--- config.mk ---
export PLATFORM = sky130hd
export DESIGN_NAME = sdac_frontend
export DESIGN_NICKNAME = d
export VERILOG_FILES = /design/src/rtl/sdac_pkg.sv /design/src/rtl/sdac_sampler.sv /design/src/rtl/sdac_shift.sv /design/src/rtl/sdac_dacreg.sv /design/src/rtl/sdac_frontend.sv
export SDC_FILE = /design/constraint.sdc
export NUM_CORES = 1
export LEC_CHECK = 0
export CAP_MARGIN = 20
export CORE_UTILIZATION = 25
export CTS_CLUSTER_SIZE = 24
export DETAILED_ROUTE_END_ITERATION = 10
export SLEW_MARGIN = 0
export SYNTH_ARGS = -nofsm -noshare
export SYNTH_HDL_FRONTEND = slang
export SYNTH_HIERARCHICAL = 1
export SYNTH_SLANG_ARGS = --single-unit
--- constraint.sdc ---
create_clock -name clk -period 2.5 [get_ports clk]
set_input_delay 0.5 -clock clk [delete_from_list [all_inputs] [get_ports clk]]
set_output_delay 0.5 -clock clk [all_outputs]
set_load 0.05 [all_outputs]
--- src/rtl/sdac_pkg.sv ---
package sdac_pkg;
  localparam int WORD_W = 16;
  localparam int CNT_W  = $clog2(WORD_W + 1);
  localparam int CTL_W  = 5;
  localparam int I_SCLK = 0;
  localparam int I_SYNC = 1;
  localparam int I_LDAC = 2;
  localparam int I_RBEN = 3;
  localparam int I_CLR  = 4;
  localparam logic [CTL_W-1:0] CTL_IDLE = 5'b11110;
endpackage

--- src/rtl/sdac_sampler.sv ---
module sdac_sampler #(
  parameter int W = 5,
  parameter logic [W-1:0] IDLE = '0
) (
  input  logic         clk,
  input  logic         rst_n,
  input  logic [W-1:0] lvl,
  output logic [W-1:0] prev
);
  always_ff @(posedge clk or negedge rst_n) begin
    if (!rst_n) prev <= IDLE;
    else        prev <= lvl;
  end
endmodule

--- src/rtl/sdac_shift.sv ---
module sdac_shift
  import sdac_pkg::*;
#(
  parameter int RES = 14
) (
  input  logic           clk,
  input  logic           rst_n,
  input  logic           sclk_fall,
  input  logic           sync_fall,
  input  logic           sync_low,
  input  logic           rben_fall,
  input  logic           sdin,
  input  logic [RES-1:0] dac_q,
  output logic [RES-1:0] shift_code,
  output logic           frame_full,
  output logic           rb_frame,
  output logic           sdo
);
  localparam int PAD_LO = WORD_W - 2 - RES;

  logic [WORD_W-1:0] shift_q;
  logic [CNT_W-1:0]  cnt_q;
  logic              armed_q;
  logic              rb_load;
  logic [WORD_W-1:0] rb_word;

  generate
    if (PAD_LO == 0) begin : g_full
      assign rb_word = {2'b00, dac_q};
    end else begin : g_padded
      assign rb_word = {2'b00, dac_q, {PAD_LO{1'b0}}};
    end
  endgenerate

  assign rb_load    = sclk_fall && armed_q;
  assign shift_code = shift_q[WORD_W-3 -: RES];
  assign frame_full = (cnt_q == CNT_W'(WORD_W));
  assign sdo        = shift_q[WORD_W-1];

  always_ff @(posedge clk or negedge rst_n) begin
    if (!rst_n) begin
      shift_q  <= '0;
      cnt_q    <= '0;
      armed_q  <= 1'b0;
      rb_frame <= 1'b0;
    end else begin
      if (sync_fall) begin
        cnt_q    <= '0;
        rb_frame <= 1'b0;
      end
      if (rb_load) begin
        shift_q  <= rb_word;
        rb_frame <= 1'b1;
        armed_q  <= 1'b0;
      end else begin
        if (rben_fall) armed_q <= 1'b1;
        if (sclk_fall && sync_low) begin
          shift_q <= {shift_q[WORD_W-2:0], sdin};
          if (cnt_q != CNT_W'(WORD_W)) cnt_q <= cnt_q + 1'b1;
        end
      end
    end
  end

  // a readback load always presents zero MSBs
  a_r7_rb_zero_msbs: assert property (@(posedge clk) disable iff (!rst_n)
    rb_load |=> (shift_q[WORD_W-1:WORD_W-2] == 2'b00));
  // bit counter saturates at one word
  a_r6_count_bound: assert property (@(posedge clk) disable iff (!rst_n)
    cnt_q <= CNT_W'(WORD_W));
  // serial output mirrors the register MSB after each shift
  a_r8_sdo_shift: assert property (@(posedge clk) disable iff (!rst_n)
    (sclk_fall && sync_low && !rb_load) |=> (sdo == $past(shift_q[WORD_W-2])));
endmodule

--- src/rtl/sdac_dacreg.sv ---
module sdac_dacreg #(
  parameter int RES = 14
) (
  input  logic           clk,
  input  logic           rst_n,
  input  logic           sync_fall,
  input  logic           sync_rise,
  input  logic           ldac_n,
  input  logic           ldac_fall,
  input  logic           clr_n,
  input  logic           clr_fall,
  input  logic           frame_full,
  input  logic           rb_frame,
  input  logic [RES-1:0] code_in,
  output logic [RES-1:0] dac_q,
  output logic           clamp_q
);
  logic ldac_cap_q;
  logic pend_q;
  logic frame_ok;

  assign frame_ok = sync_rise && frame_full && !rb_frame;

  always_ff @(posedge clk or negedge rst_n) begin
    if (!rst_n) begin
      dac_q      <= '0;
      ldac_cap_q <= 1'b0;
      pend_q     <= 1'b0;
    end else begin
      if (sync_fall) begin
        ldac_cap_q <= ldac_n;
        pend_q     <= 1'b0;
      end
      if (frame_ok) begin
        if (!ldac_cap_q) dac_q  <= code_in;
        else             pend_q <= 1'b1;
      end else if (pend_q && ldac_fall) begin
        dac_q  <= code_in;
        pend_q <= 1'b0;
      end
    end
  end

  always_ff @(posedge clk or negedge rst_n) begin
    if (!rst_n)                clamp_q <= 1'b0;
    else if (clr_fall)         clamp_q <= 1'b1;
    else if (clr_n && !ldac_n) clamp_q <= 1'b0;
  end

  // an incomplete frame leaves the DAC register alone
  a_r6_partial_no_load: assert property (@(posedge clk) disable iff (!rst_n)
    (sync_rise && !frame_full) |=> $stable(dac_q));
  // deferred mode holds the register at frame end
  a_r5_deferred_hold: assert property (@(posedge clk) disable iff (!rst_n)
    (sync_rise && ldac_cap_q) |=> $stable(dac_q));
  // immediate mode takes the code presented at frame end
  a_r4_immediate_load: assert property (@(posedge clk) disable iff (!rst_n)
    (frame_ok && !ldac_cap_q) |=> (dac_q == $past(code_in)));
  // clamp stays while clear is held low
  a_r9_clamp_held: assert property (@(posedge clk) disable iff (!rst_n)
    (clamp_q && !clr_n) |=> clamp_q);
  // clear never touches the DAC register
  a_r9_clear_keeps_reg: assert property (@(posedge clk) disable iff (!rst_n)
    (clr_fall && !frame_ok && !ldac_fall) |=> $stable(dac_q));
endmodule

--- src/rtl/sdac_frontend.sv ---
module sdac_frontend
  import sdac_pkg::*;
#(
  parameter int RES = 14
) (
  input  logic           clk,
  input  logic           rst_n,
  input  logic           sclk,
  input  logic           sdin,
  input  logic           sync_n,
  input  logic           ldac_n,
  input  logic           rben_n,
  input  logic           clr_n,
  input  logic           pd,
  output logic           sdo,
  output logic [RES-1:0] dac_code,
  output logic           out_clamp,
  output logic           pwr_down
);
  logic [CTL_W-1:0] ctl_now;
  logic [CTL_W-1:0] ctl_prev;
  logic sclk_fall, sync_fall, sync_rise, ldac_fall, rben_fall, clr_fall;
  logic [RES-1:0] shift_code;
  logic frame_full, rb_frame;

  assign ctl_now = {clr_n, rben_n, ldac_n, sync_n, sclk};

  sdac_sampler #(.W(CTL_W), .IDLE(CTL_IDLE)) u_sampler (
    .clk(clk), .rst_n(rst_n), .lvl(ctl_now), .prev(ctl_prev)
  );

  assign sclk_fall = ctl_prev[I_SCLK] && !sclk;
  assign sync_fall = ctl_prev[I_SYNC] && !sync_n;
  assign sync_rise = !ctl_prev[I_SYNC] && sync_n;
  assign ldac_fall = ctl_prev[I_LDAC] && !ldac_n;
  assign rben_fall = ctl_prev[I_RBEN] && !rben_n;
  assign clr_fall  = ctl_prev[I_CLR] && !clr_n;

  sdac_shift #(.RES(RES)) u_shift (
    .clk(clk), .rst_n(rst_n), .sclk_fall(sclk_fall), .sync_fall(sync_fall),
    .sync_low(!sync_n), .rben_fall(rben_fall), .sdin(sdin), .dac_q(dac_code),
    .shift_code(shift_code), .frame_full(frame_full), .rb_frame(rb_frame),
    .sdo(sdo)
  );

  sdac_dacreg #(.RES(RES)) u_dacreg (
    .clk(clk), .rst_n(rst_n), .sync_fall(sync_fall), .sync_rise(sync_rise),
    .ldac_n(ldac_n), .ldac_fall(ldac_fall), .clr_n(clr_n), .clr_fall(clr_fall),
    .frame_full(frame_full), .rb_frame(rb_frame), .code_in(shift_code),
    .dac_q(dac_code), .clamp_q(out_clamp)
  );

  always_ff @(posedge clk or negedge rst_n) begin
    if (!rst_n) pwr_down <= 1'b0;
    else        pwr_down <= pd;
  end

  // power-down never disturbs the DAC register on its own
  a_r10_pd_no_load: assert property (@(posedge clk) disable iff (!rst_n)
    ($rose(pd) && !sync_rise && !ldac_fall) |=> $stable(dac_code));
endmodule

==> impl_results.md <==
* IO Pins at 26
* Hold Path Class: in -> async
* N_diodes at 0
* First-pass GRT wire length at 6962 um
* Remaining DRCs at 0
* Synth area leader: dfrtp_1
* Drt total wl at 4058 um
* Post-route cell area at 2546 sq um
* Num CTS Buffers at 5
* Antenna Nets Post-Route at 0
* Hold-fix buffers at CTS at 0
* Register area share after synthesis at 53.16%
* CTS root buffer: clkbuf_8
* Commonest non-fill, non-tap cell in the layout: dfrtp_1
* CTS sink count at 46
* Tot Pwr at 1.939 mW
* Critical Path Max Stage Delay at 0.82 ns
* Die Width at 95.27 um
* Final worst path period need at 2.029 ns
* Initial DRC Count at 74
* DR vias at 1348
* Syn_nets at 189
* Layout cells sized above 1 at 22.05%
* CTS tree: built
* Startpoint types: register
* CP endpoint kind: primary output
* Achievable clock frequency at 0.4929 GHz
* GRT Total Usage at 10.22%
* Placed Area at 2436 sq um
* 1st-pass router iterations at 4
* Cell count along the critical path at 1
* R2R cell count at 7
* Post-CTS Setup Inserts at 0
* H-tree levels at 2
* Placement Rows at 33
* Fin crit share at 81.15%
* Rel. slew slack at 60.42%
* Post-CTS sizing at 0
* Clock transition at path regs at 0.08 ns
* Syn Inst Count at 178
* Synth Register Bits at 46
* Top delay family on crit path: buffers and inverters
* Worst VDD drop at 264.7 uV
* Nets at 205
* Pin slew with the least headroom to its limit at 0.5937 ns
* Max Cap Viol at 0
* Crit-path slowest cell: clkdlybuf4s50_1
* Area contributors post-synth: dfrtp_1, o22ai_1, mux2_4
* Initial antenna violation count at 0
* Yosys top cell area share at 48.33%
* Vias per cell at 4.493
* Crit-path max FO at 3
* Core Region at 8299 sq um
* IO buf count at 25
* Longest Clk Path Bufs at 2
* Static Leak at 1.108 nW
* Largest net degree at the start of global routing at 47
* Buf/Inv on CP at 1
* Status: finished clean
* CP required at 2.00 ns
* # setup viols final at 0
* Crit path DAT at 1.53 ns
* Grt total ovfl at 0
* Final count of hold timing violations at 0
* Power per cell area at 761.5 nW/um^2
* Most frequent cells in the layout: dfrtp_1, o22ai_1, clkdlybuf4s50_1
* Syn Area/Cell at 12.22 sq um
* Synth warnings at 6
* Final GP Congestion at 0.6799
* DR WL/cell at 13.53 um
* Area grow syn2layout at 17.09%
* Setup TNS Final at 0 ns
* Final hold slack at 0.2889 ns
* RSZ-0062 raised after global routing: false
* Skew final at 0.008378 ns
* Critical path class: reg -> out
* Vias in the first global route at 1319
* DP HPWL at 2633 um
* Placed insts at 292
* Die footprint at 9075 sq um
* Die H at 95.27 um
* Mapped Area at 2175 sq um
* Clock Latency Late Sink at 0.29 ns
* Slew Viols, Final at 0
* Finished Layout Cells at 300
* Starting Density at 26.20%
* Netlist cell types at 34
* Crit-path cells: clkdlybuf4s50_1
## sequential cells by signal (all words and copies together) (netlist names), 5 cells and up
register,count
u_dacreg/dac_q,14
u_sampler/prev,5
u_shift/cnt_q,5
u_shift/shift_q,16
## routing by layer
layer | routed length [um] | GRT usage (%) | up-vias
met5 | 0 | 0 | -
met3 | 199 | 2.472 | 2
li1 | - | - | 655
met1 | 2030 | 15.19 | 662
met2 | 1793 | 13.99 | 29
met4 | 34 | 4.167 | 0
## layout make-up
| type | instances | area, sq um |
|---|---|---|
| Sequential cell | 46 | 1156 |
| Inverter | 9 | 33.78 |
| Tap cell | 105 | 131.4 |
| Multi-Input combinational cell | 101 | 812.0 |
| Fill cell | 825 | 5753 |
| Clock buffer | 8 | 110.1 |
| Timing Repair Buffer | 31 | 302.8 |
## synthesized netlist by cell type (all sizes together)
master   instances
clkbuf           1
nand2b           3
o2bb2ai          1
o21ai            6
and4bb           1
ha               2
nand3            3
o22ai           29
a21oi           14
dfrtp           42
mux2i            4
dfstp            4
a22o             1
nor2b            6
xor2             2
o22a             1
a211o            1
a21o             1
mux2            15
clkinv           1
nand3b           3
and2b            1
nand2            5
buf             21
nor2             2
inv              8
## power breakdown
| group | switching [mW] | internal, mW |
|---|---|---|
| combinational | 0.246 | 0.191 |
| clock | 0.241 | 0.279 |
| sequential | 0.113 | 0.869 |
| total | 0.600 | 1.34 |
## per-stage QoR
| step | setup slack (ns) | util (%) |
|---|---|---|
| finish | 0.4712 | 30.68 |
| global route | 0.4290 | 30.68 |
| CTS | 0.4457 | 30.68 |
| detailed placement | 0.3044 | 29.35 |
| global placement | 0.3298 | 29.35 |
| floorplan | 0.6824 | - |
## worst paths after layout
| kind | endpoint | from | slack, ns |
|---|---|---|---|
| max in group asynchronous | u_shift/shift_q[12]$_DFFE_PN0P_ | rst_n | 1.80 |
| hold / removal | u_dacreg/dac_q[5]$_DFFE_PN0P_ | rst_n | 0.29 |
| min in group clk | u_dacreg/clamp_q$_DFFE_PN0P_ | u_dacreg/clamp_q$_DFFE_PN0P_ | 0.49 |
| setup reg to reg | u_dacreg/dac_q[12]$_DFFE_PN0P_ | u_shift/cnt_q[0]$_DFF_PN0_ | 0.61 |
| setup / recovery | dac_code[0] | u_dacreg/dac_q[0]$_DFFE_PN0P_ | 0.47 |
| hold reg to reg | u_dacreg/clamp_q$_DFFE_PN0P_ | u_dacreg/clamp_q$_DFFE_PN0P_ | 0.49 |
## cell families (layout without fill, tap and decap cells)
| kind of cell | after synthesis | after routing | synth area share, % |
|---|---|---|---|
| muxes | 19 | 19 | 12.08 |
| and+or+nand+nor | 24 | 24 | 8.286 |
| xor gates and xnor gates | 2 | 2 | 0.8057 |
| DFF | 46 | 46 | 53.16 |
| AOI/OAI and AO/OA | 54 | 54 | 15.02 |
| buffers and inverters | 31 | 48 | 9.493 |
| adders and majority gates | 2 | 2 | 1.151 |
Power figures use the tool's default switching activity.
